--- src/rtl/boost_gate_seq.sv ---
module boost_gate_seq #(
  parameter int CW = 16
) (
  input  logic          clk,
  input  logic          rst,
  input  logic [CW-1:0] period_len,
  input  logic [CW-1:0] min_off_len,
  input  logic [CW-1:0] glitch_len,
  input  logic          ramp_cross,
  input  logic          ilim_raw,
  input  logic          open_loop,
  output logic          gate_o,
  output logic          ramp_en_o,
  output logic          ilim_trip_o
);
  localparam logic [CW-1:0] ONE  = CW'(1);
  localparam logic [CW-1:0] TWO  = CW'(2);
  localparam logic [CW-1:0] FULL = '1;

  logic [CW-1:0] pos, per_q, moff_q, dgl_q, dg_cnt;
  logic          on_lat, lim_lat, trip_q;

  wire wrap    = (pos == per_q - ONE);
  wire in_moff = (pos < moff_q);
  wire blank   = wrap | in_moff;
  wire fire    = ilim_raw & (dg_cnt >= dgl_q - ONE);
  wire lim_set = fire & ~blank;
  wire on_kill = blank | open_loop | fire | lim_lat;

  wire [CW-1:0] per_in = (period_len < TWO) ? TWO : period_len;
  wire [CW-1:0] dgl_in = (glitch_len == '0) ? ONE : glitch_len;

  always_ff @(posedge clk) begin
    if (rst) begin
      pos     <= '0;
      per_q   <= per_in;
      moff_q  <= min_off_len;
      dgl_q   <= dgl_in;
      dg_cnt  <= '0;
      on_lat  <= 1'b0;
      lim_lat <= 1'b0;
      trip_q  <= 1'b0;
    end else begin
      pos <= wrap ? '0 : pos + ONE;
      if (wrap) begin
        per_q  <= per_in;
        moff_q <= min_off_len;
        dgl_q  <= dgl_in;
      end
      if (!ilim_raw)             dg_cnt <= '0;
      else if (dg_cnt != FULL)   dg_cnt <= dg_cnt + ONE;
      trip_q  <= lim_set & ~lim_lat;
      lim_lat <= blank ? 1'b0 : (lim_lat | fire);
      on_lat  <= on_kill ? 1'b0 : (on_lat | ramp_cross);
    end
  end

  assign gate_o      = on_lat;
  assign ramp_en_o   = ~in_moff;
  assign ilim_trip_o = trip_q;
endmodule


--- config.mk ---
export PLATFORM = sky130hd
export DESIGN_NAME = boost_gate_seq
export DESIGN_NICKNAME = d
export VERILOG_FILES = /design/src/rtl/boost_gate_seq.sv
export SDC_FILE = /design/constraint.sdc
export NUM_CORES = 1
export LEC_CHECK = 0
export CAP_MARGIN = 20
export CORE_ASPECT_RATIO = 1.25
export CORE_UTILIZATION = 60
export CTS_CLUSTER_SIZE = 28
export DETAILED_ROUTE_END_ITERATION = 16
export PLACE_DENSITY_LB_ADDON = 0.1
export SETUP_SLACK_MARGIN = 0.05
export SLEW_MARGIN = 0
export SYNTH_ARGS = -nofsm -noshare
export SYNTH_HDL_FRONTEND = slang
export SYNTH_SLANG_ARGS = --single-unit
export TNS_END_PERCENT = 100
--- constraint.sdc ---
create_clock -name clk -period 6.15 [get_ports clk]
set_input_delay 1.23 -clock clk [delete_from_list [all_inputs] [get_ports clk]]
set_output_delay 1.23 -clock clk [all_outputs]
set_load 0.005 [all_outputs]
==> reports/qor.txt, run 1 <==
Post-cts sizing count = 0
Share of layout cells above drive strength 1 = 5.04%
CP Capture Type = output pin
Power Density = 213 mW/mm^2
Fillers = 556
# DRC = 0
CP required = 4.92 ns
Comb power frac = 10.6%
Setup CP Type = register to output pin
Initial antenna violation count = 0
Row count = 35
Final setup TNS = 0 ns
Status = finished clean
Synth Instances = 461
Clock transition at path regs = 0.09 ns
RSZ-0062 raised after global routing = no
Total congestion overflow = 0
Psw = 0.279 mW
Power Internal = 0.868 mW
Antenna diodes = 0
DRT iter0 DRCs = 144
Switching part of the total = 24.3%
Die Area = 0.00809 sq mm
Deepest clock path buffer count = 2
Lkg Pwr = 2.04 nW
Final Max Tran Viols = 0
Seq/Total Area, Yosys = 46.2%
CP Max Fanout = 6
Tmin final = 3.77 ns
# port buffers = 55
Post-synth EDFFs = 48
Die Ht = 100 microns
IO Pins = 56
Core area = 0.00744 sq mm
Max-cap violations = 0
First-pass GRT wire length = 15.2 mm
Worst rel slew slack = 54.3%
Setup Viol. Count Final = 0
Clk_lat worst skew = 0.36 ns
Most frequent cells in the layout = clkdlybuf4s50_1 (55), edfxtp_1 (48), ha_1 (35), dfxtp_1 (35), nor3_1 (30)
Final hold vios = 0
Ys flop type = edfxtp_1
Register area = 0.00214 sq mm
Fmax = 265 MHz
H-tree levels = 3
1st-pass router iterations = 4
Num Clock Sinks = 83
Ys async rst share = 0%
Synth Cell Area = 0.00464 sq mm
Fin Hold WS = 0.452 ns
Largest net degree at the start of global routing = 49
Slew @ Worst Pin = 0.683 ns
Most common cell after layout, fill and taps aside = clkdlybuf4s50_1
Wire per inst = 15.9 microns
Die Wd = 80.6 microns
Hold_buf cts = 0
Synth warn = 0
Flip-flop and latch count after synthesis = 83
Mapped Avg Cell Area = 10.1 sq um
Period utilisation layout = 61.4%
Wirelength, routed = 9.36 mm
Antenna viol nets, final = 0
Arr. time, crit path = 2.54 ns
Startpoint types = register
Vias in the first global route = 3418
Vias = 3419
Total track usage = 25.1%
Clock tree root buffer cell = clkbuf_8
Global placement routability congestion = 0.781
Min-Delay Path Class = register to register
CTS buffer count = 9
Area of the multi-input gates = 0.00226 sq mm
Worst ir drop on vdd = 0.151 mV
CTS tree = yes
Syn Nets = 549
Yosys cell types = 51
Final net count = 579
Clock power frac = 33.2%
Average via count per standard cell = 5.81
Sequential power share = 56.1%
Post-DP HPWL = 7.12 mm
Area growth syn-to-layout = 16.0%
Worst clock skew = 0.0148 ns
Post-CTS setup buffer count = 0
Initial Util = 62.3%
stage by stage:
step	cells	total power [mW]	setup WS, ns	util (%)	area (sq um)
after floorplan	461	0.723	2.52	-	4640
after global placement	571	0.773	2.63	69.3	5160
after detailed placement	571	0.778	2.54	69.3	5160
after CTS	587	1.16	2.35	72.0	5360
after global routing	588	1.20	2.25	72.3	5380
final	588	1.15	2.38	72.3	5380
power by group through the flow:
stage               combinational, mW  sequential [mW]  clock (mW)
CTS                             0.122            0.644       0.390
global placement                0.117            0.656           0
floorplan                      0.0734            0.649           0
finish                          0.122            0.644       0.381
detailed placement              0.121            0.657           0
global route                    0.136            0.648       0.413
final cells by class:
cell class / instances / share of cell area, %
inverter: 24 / 1.67
multi-input combinational: 316 / 42.0
timing repair buffer: 57 / 10.7
tap: 92 / 2.14
clock inverter: 5 / 0.651
sequential: 83 / 39.8
clock buffer: 11 / 3.02
worst max-delay path, stage by stage (launching register included):
cell and delay, ns:
dfxtp_1 0.45, ha_1 0.28, a21o_1 0.16, a21o_1 0.18
a21oi_1 0.20, o211ai_1 0.16, or2_2 0.31, clkdlybuf4s50_1 0.44
cells in the mapped netlist, types with 15 or more instances:
| cell | number | area [sq um] |
|---|---|---|
| a21oi_1 | 15 | 75.1 |
| clkbuf_1 | 35 | 131 |
| dfxtp_1 | 35 | 701 |
| edfxtp_1 | 48 | 1440 |
| ha_1 | 35 | 438 |
| inv_1 | 24 | 90.1 |
| nand2_1 | 19 | 71.3 |
| nand4_1 | 15 | 93.8 |
| nor2_1 | 27 | 101 |
| nor3_1 | 30 | 150 |
| xnor2_1 | 27 | 236 |
| xor2_1 | 28 | 245 |
worst paths after layout:
| path | depth (start not counted) | start | slack, ns | to |
|---|---|---|---|---|
| max reg2reg | 12 | dgl_q[4]$_SDFFCE_PN0P_ | 2.54 | gate_o$_SDFF_PP0_ |
| max | 7 | pos[13]$_SDFF_PP0_ | 2.38 | ramp_en_o |
| min reg2reg | 1 | lim_lat$_SDFF_PP0_ | 0.45 | ilim_trip_o$_SDFF_PP0_ |
| min | 1 | lim_lat$_SDFF_PP0_ | 0.45 | ilim_trip_o$_SDFF_PP0_ |
state kept, by name, indices dropped and copies added, names as in the netlist:
signal and flops:
moff_q 16, gate_o 1, pos 16, ilim_trip_o 1
dg_cnt 16, dgl_q 16, per_q 16, lim_lat 1
layer usage:
metal | up-vias | wire, microns | share of wire [%] | GRT usage (%)
met3 | 19 | 286 | 3.1 | 4.09
met2 | 61 | 5310 | 57 | 47.9
met1 | 1618 | 3510 | 37 | 25.5
met4 | 0 | 259 | 2.8 | 13.2
li1 | 1721 | - | - | -
met5 | - | 0 | 0 | 0
cells by family (layout without fill, tap and decap cells):
group,count (synthesis),count (layout),synth area share (%)
simple gates,170,170,20.6
flops,83,83,46.2
buf+inv,62,97,5.13
xor+xnor,55,55,10.4
compound gates,53,53,7.58
fa+ha+maj,35,35,9.44
mux,3,3,0.675
Note: power is estimated with default switching activity, not from simulation.
==> inputs of run 2 (changes only) <==
- CORE_UTILIZATION: 60 -> 56
- clock period: 6.15 -> 3.5 ns (I/O delays scaled with it)
==> run 2 against run 1 <==
Die area rose by 7.0%. Non-clock buffer count rose by 3. Clock power rose by 88%. Final area rose by 0.84%. Utilization fell by 3.8 points. Largest cell class unchanged.
==> reports/qor.txt, run 2 (synthesis results as in run 1) <==
1st-pass router iterations = 4 (unchanged)
Status = finished clean (unchanged)
CP most frequent cell = a21o_1 (unchanged)
Worst rel slew slack = 59.5% (was 54.3%)
Min-Delay Path Class = register to register (unchanged)
# DRC = 0 (unchanged)
Deepest clock path buffer count = 2 (unchanged)
Lkg Pwr = 2.05 nW (was 2.04 nW)
Stages on worst setup path = 7 (unchanged)
First-pass GRT wire length = 15.9 mm (was 15.2 mm)
Most frequent cells in the layout = clkdlybuf4s50_1 (55), edfxtp_1 (48), ha_1 (35), dfxtp_1 (35), nor3_1 (29) (was clkdlybuf4s50_1 (55), edfxtp_1 (48), ha_1 (35), dfxtp_1 (35), nor3_1 (30))
Final hold vios = 0 (unchanged)
Arr. time, crit path = 2.61 ns (was 2.54 ns)
Wirelength, routed = 9.47 mm (was 9.36 mm)
DRT iter0 DRCs = 146 (was 144)
Final setup TNS = 0 ns (unchanged)
Worst r2r src = dgl_q[5]$_SDFFCE_PN0P_ (was dgl_q[4]$_SDFFCE_PN0P_)
Hold path cells = 1 (unchanged)
H-tree levels = 3 (unchanged)
R2r setup slk = 0.22 ns (was 2.54 ns)
Setup Viol. Count Final = 0 (unchanged)
Die Ht = 104 microns (was 100 microns)
Post-CTS setup buffer count = 0 (unchanged)
Row count = 36 (was 35)
Wire per inst = 15.9 microns (about the same)
Largest stage delay, worst path = 0.45 ns (about the same)
Startpoint types = register (unchanged)
Fillers = 650 (was 556)
Post-DP HPWL = 7.17 mm (was 7.12 mm)
Final Max Tran Viols = 0 (unchanged)
Hold Crit Endpoint = ilim_trip_o$_SDFF_PP0_ (unchanged)
Max-cap violations = 0 (unchanged)
CTS buffer count = 9 (unchanged)
Core area = 0.00793 sq mm (was 0.00744 sq mm)
Die Area = 0.00865 sq mm (was 0.00809 sq mm)
Worst ir drop on vdd = 0.273 mV (was 0.151 mV)
Clock tree root buffer cell = clkbuf_8 (unchanged)
Setup CP Type = register to output pin (unchanged)
Clk_lat worst skew = 0.36 ns (about the same)
Slew @ Worst Pin = 0.608 ns (was 0.683 ns)
Initial antenna violation count = 0 (unchanged)
Most common cell after layout, fill and taps aside = clkdlybuf4s50_1 (unchanged)
# port buffers = 55 (unchanged)
Worst flop-to-flop path endpoint = gate_o$_SDFF_PP0_ (unchanged)
Fin worst setup slack = 0.189 ns (was 2.38 ns)
Total congestion overflow = 0 (unchanged)
Average via count per standard cell = 5.78 (was 5.81)
Clock transition at path regs = 0.09 ns (about the same)
Buf/Inv on CP = 1 (unchanged)
Vias = 3433 (was 3419)
Crit-path cells = ha_1 > a21o_1 > a21o_1 > a21oi_1 > o211ai_1 > or2_2 > clkdlybuf4s50_1 (unchanged)
RSZ-0062 raised after global routing = no (unchanged)
CP Capture Type = output pin (unchanged)
Fmax = 302 MHz
Tmin final = 3.31 ns
Period utilisation layout = 94.6%
CP required = 2.80 ns (was 4.92 ns)
DP Area = 0.00521 sq mm (was 0.00516 sq mm)
Global placement routability congestion = 0.781 (about the same)
Die Wd = 83.4 microns (was 80.6 microns)
IO Pins = 56 (unchanged)
Antenna diodes = 0 (unchanged)
Num Clock Sinks = 83 (unchanged)
Slowest CP cell = clkdlybuf4s50_1 (was dfxtp_1)
Post-route cell area = 0.00543 sq mm (was 0.00538 sq mm)
Final net count = 582 (was 579)
Dpl ws = 0.0885 ns (was 2.54 ns)
CP Max Fanout = 6 (unchanged)
Initial Util = 58.5% (was 62.3%)
Power Density = 381 mW/mm^2 (was 213 mW/mm^2)
Total track usage = 23.1% (was 25.1%)
Register-to-Register Path Depth = 12 (unchanged)
Worst path top cell family by delay = compound AO/OA/AOI/OAI gates (unchanged)
Hold Startpoint = lim_lat$_SDFF_PP0_ (unchanged)
CTS tree = yes (unchanged)
Vias in the first global route = 3446 (was 3418)
Antenna viol nets, final = 0 (unchanged)
Largest net degree at the start of global routing = 37 (was 49)
Share of layout cells above drive strength 1 = 6.21% (was 5.04%)
Worst clock skew = 0.00910 ns (was 0.0148 ns)
Worst Setup SP = pos[13]$_SDFF_PP0_ (unchanged)
Area growth syn-to-layout = 17.0% (was 16.0%)
[run 2: worst max-delay path by stage]
stage | to | slack (ns)
global route | gate_o$_SDFF_PP0_ | 0.03
floorplan | dgl_q[0]$_SDFFCE_PN1P_ | 0.35
CTS | gate_o$_SDFF_PP0_ | 0.06
detailed placement | gate_o$_SDFF_PP0_ | 0.09
finish | ramp_en_o | 0.19
global placement | gate_o$_SDFF_PP0_ | 0.28
[run 2: power by group]
part | internal [mW] | switching (mW) | leakage (nW) | total (mW)
logic | 0.121 | 0.0947 | 1.20 | 0.216
clock network | 0.350 | 0.367 | 0.100 | 0.717
registers | 1.09 | 0.0468 | 0.753 | 1.13
[run 2: cell type report]
type	instances	area, sq um	share of cell area [%]
Tap cell	95	119	2.19
Multi-Input combinational cell	316	2270	41.9
Timing Repair Buffer	60	601	11.1
Clock inverter	6	63.8	1.18
Clock buffer	10	138	2.54
Sequential cell	83	2140	39.5
Inverter	24	90.1	1.66
[run 2: what timing repair did]
item,CTS,global route
resized for setup,0,3
hold buffers,0,0
endpoints found under the setup margin,0,2
[run 2: per-stage QoR]
stage | hold slack (ns) | cells | utilization, % | total power [mW]
floorplan | 0.393 | 461 | - | 1.27
finish | 0.426 | 594 | 68.4 | 2.07
global route | 0.452 | 594 | 68.4 | 2.15
detailed placement | 0.419 | 578 | 65.7 | 1.37
CTS | 0.424 | 594 | 68.2 | 2.08
global placement | 0.416 | 578 | 65.7 | 1.36
[run 2: worst reg2reg max path, cell delays in order (launching register included)]
cell and delay [ns]:
edfxtp_1 0.44, nor4_2 0.33, nand2_1 0.13, or4_4 0.52, nor3_2 0.16, xnor2_1 0.16
ha_1 0.28, a21o_1 0.18, a21o_1 0.17, a21oi_1 0.13, nor2b_1 0.07, or3_1 0.36
nor4_1 0.25
[run 2: routing by layer]
metal  routed length (microns)  vias to the layer above  GRT usage [%]
met2                      5350                       60           44.3
met4                       197                        0           8.74
met5                         0                        -              0
met1                      3660                     1625           24.3
li1                          -                     1731              -
met3                       265                       17           4.78
==> inputs of run 3 (changes only) <==
- CORE_ASPECT_RATIO: 1.25 -> unset
- CTS_CLUSTER_SIZE: 28 -> 30
==> run 3 against run 2 <==
Sequential share of layout area is 0.11 points lower. Non-clock buffer count is the same. Die area hardly changed. Count of clock-buffer cells in the layout up 1. Sequential power about the same. First-iteration DRC count decreased by 9.6%. Critical path depth unchanged. Utilization up 0.94 points. Combinational power about the same. Via count is 0.35% higher. Clock skew down 0.00092 ns.
==> reports/qor.txt, run 3 (synthesis results as in run 1) <==
Post-DP HPWL = 6.78 mm (was 7.17 mm)
Core area = 0.00785 sq mm (was 0.00793 sq mm)
Initial antenna violation count = 0 (unchanged)
CTS tree = yes (unchanged)
Die Wd = 93.0 microns (was 83.4 microns)
Period utilisation layout = 93.5% (was 94.6%)
Area growth syn-to-layout = 17.4% (was 17.0%)
Lkg Pwr = 2.04 nW (was 2.05 nW)
Wire per inst = 15.0 microns (was 15.9 microns)
Die Area = 0.00865 sq mm (about the same)
1st-pass router iterations = 5 (was 4)
Final hold vios = 0 (unchanged)
Clock tree root buffer cell = clkbuf_8 (unchanged)
Clock transition at path regs = 0.08 ns (was 0.09 ns)
Deepest clock path buffer count = 2 (unchanged)
Worst clock skew = 0.00819 ns (was 0.00910 ns)
Average via count per standard cell = 5.73 (was 5.78)
CP Max Fanout = 6 (unchanged)
Largest net degree at the start of global routing = 49 (was 37)
Switching part of the total = 23.8% (was 24.6%)
Worst rel slew slack = 59.1% (was 59.5%)
Antenna diodes = 0 (unchanged)
RSZ-0062 raised after global routing = no (unchanged)
Arr. time, crit path = 2.57 ns (was 2.61 ns)
Psw = 0.480 mW (was 0.509 mW)
Startpoint types = register (unchanged)
Power Total = 2.02 mW (was 2.07 mW)
Final net count = 582 (unchanged)
Sequential power share = 56.2% (was 54.8%)
Final setup TNS = 0 ns (unchanged)
DRT iter0 DRCs = 132 (was 146)
Slew @ Worst Pin = 0.614 ns (was 0.608 ns)
Max-cap violations = 0 (unchanged)
Comb power frac = 10.8% (was 10.5%)
Power Internal = 1.54 mW (was 1.56 mW)
Util after Layout = 69.4% (was 68.4%)
First-pass GRT wire length = 15.4 mm (was 15.9 mm)
Final Max Tran Viols = 0 (unchanged)
Initial Util = 59.1% (was 58.5%)
IO Pins = 56 (unchanged)
Post-Place Cells = 583 (was 578)
Clock power frac = 32.9% (was 34.7%)
Power Density = 370 mW/mm^2 (was 381 mW/mm^2)
H-tree levels = 3 (unchanged)
Setup CP Type = register to output pin (unchanged)
Hold_buf cts = 0 (unchanged)
Global placement routability congestion = 0.806 (was 0.781)
Total track usage = 22.9% (was 23.1%)
Worst ir drop on vdd = 0.270 mV (was 0.273 mV)
Total congestion overflow = 0 (unchanged)
CP Capture Type = output pin (unchanged)
Num Clock Sinks = 83 (unchanged)
Die Ht = 93.0 microns (was 104 microns)
Vias = 3445 (was 3433)
Status = finished clean (unchanged)
Min-Delay Path Class = register to register (unchanged)
Most common cell after layout, fill and taps aside = clkdlybuf4s50_1 (unchanged)
CP required = 2.80 ns (about the same)
CTS buffer count = 9 (unchanged)
Fmax = 305 MHz (was 302 MHz)
Tmin final = 3.27 ns (was 3.31 ns)
Antenna viol nets, final = 0 (unchanged)
# port buffers = 55 (unchanged)
Share of layout cells above drive strength 1 = 6.61% (was 6.21%)
Most frequent cells in the layout = clkdlybuf4s50_1 (55), edfxtp_1 (48), ha_1 (35) (was clkdlybuf4s50_1 (55), edfxtp_1 (48), ha_1 (35), dfxtp_1 (35), nor3_1 (29))
Row count = 32 (was 36)
Clk_lat worst skew = 0.35 ns (was 0.36 ns)
Wirelength, routed = 9.00 mm (was 9.47 mm)
Post-Layout Cell Count = 601 (was 594)
# DRC = 0 (unchanged)
Setup Viol. Count Final = 0 (unchanged)
Vias in the first global route = 3272 (was 3446)
## run 3: cell type report
| class | count | area (sq um) |
|---|---|---|
| Multi-Input combinational cell | 316 | 2300 |
| Inverter | 24 | 90.1 |
| Fill cell | 608 | 2400 |
| Clock buffer | 11 | 131 |
| Timing Repair Buffer | 60 | 601 |
| Clock inverter | 5 | 53.8 |
| Tap cell | 102 | 128 |
| Sequential cell | 83 | 2140 |
## run 3: power groups by stage
stage | clock network [mW] | registers, mW | logic [mW]
floorplan | 0 | 1.14 | 0.129
global placement | 0 | 1.15 | 0.207
detailed placement | 0 | 1.15 | 0.214
CTS | 0.678 | 1.13 | 0.216
global route | 0.721 | 1.14 | 0.248
finish | 0.663 | 1.13 | 0.219
## run 3: what timing repair did
action | CTS | global route
hold endpoints to repair | 0 | 0
pin swaps | 0 | 0
setup endpoints to repair | 1 | 4
resized for setup | 1 | 7
buffers inserted | 0 | 2
## run 3: stage by stage
stage	setup WS (ns)	hold slack, ns	cell area [sq um]
final	0.226	0.444	5440
after CTS	0.0589	0.443	5390
after floorplan	0.347	0.393	4640
after detailed placement	0.0941	0.429	5200
after global placement	0.255	0.413	5200
after global routing	0.0639	0.462	5440
## run 3: critical path, stage by stage (launching register included)
cell and delay, ns:
dfxtp_2 0.37, ha_1 0.32, a21o_1 0.17, a21o_1 0.18, a21oi_2 0.21, o211ai_1 0.20, or2_2 0.32, clkdlybuf4s50_1 0.44
## run 3: worst paths after layout
check	start	to	slack [ns]	cells past startpoint
worst max-delay path	pos[13]$_SDFF_PP0_	ramp_en_o	0.23	7
worst min-delay path	lim_lat$_SDFF_PP0_	ilim_trip_o$_SDFF_PP0_	0.44	1
worst max register to register	dgl_q[5]$_SDFFCE_PN0P_	gate_o$_SDFF_PP0_	0.27	12
worst min register to register	lim_lat$_SDFF_PP0_	ilim_trip_o$_SDFF_PP0_	0.44	1
## run 3: metal layers
metal	track usage, %	part of all wire [%]
met3	5.61	5.6
met1	32.6	49
met4	5.00	0.63
met5	0	0
met2	35.5	45
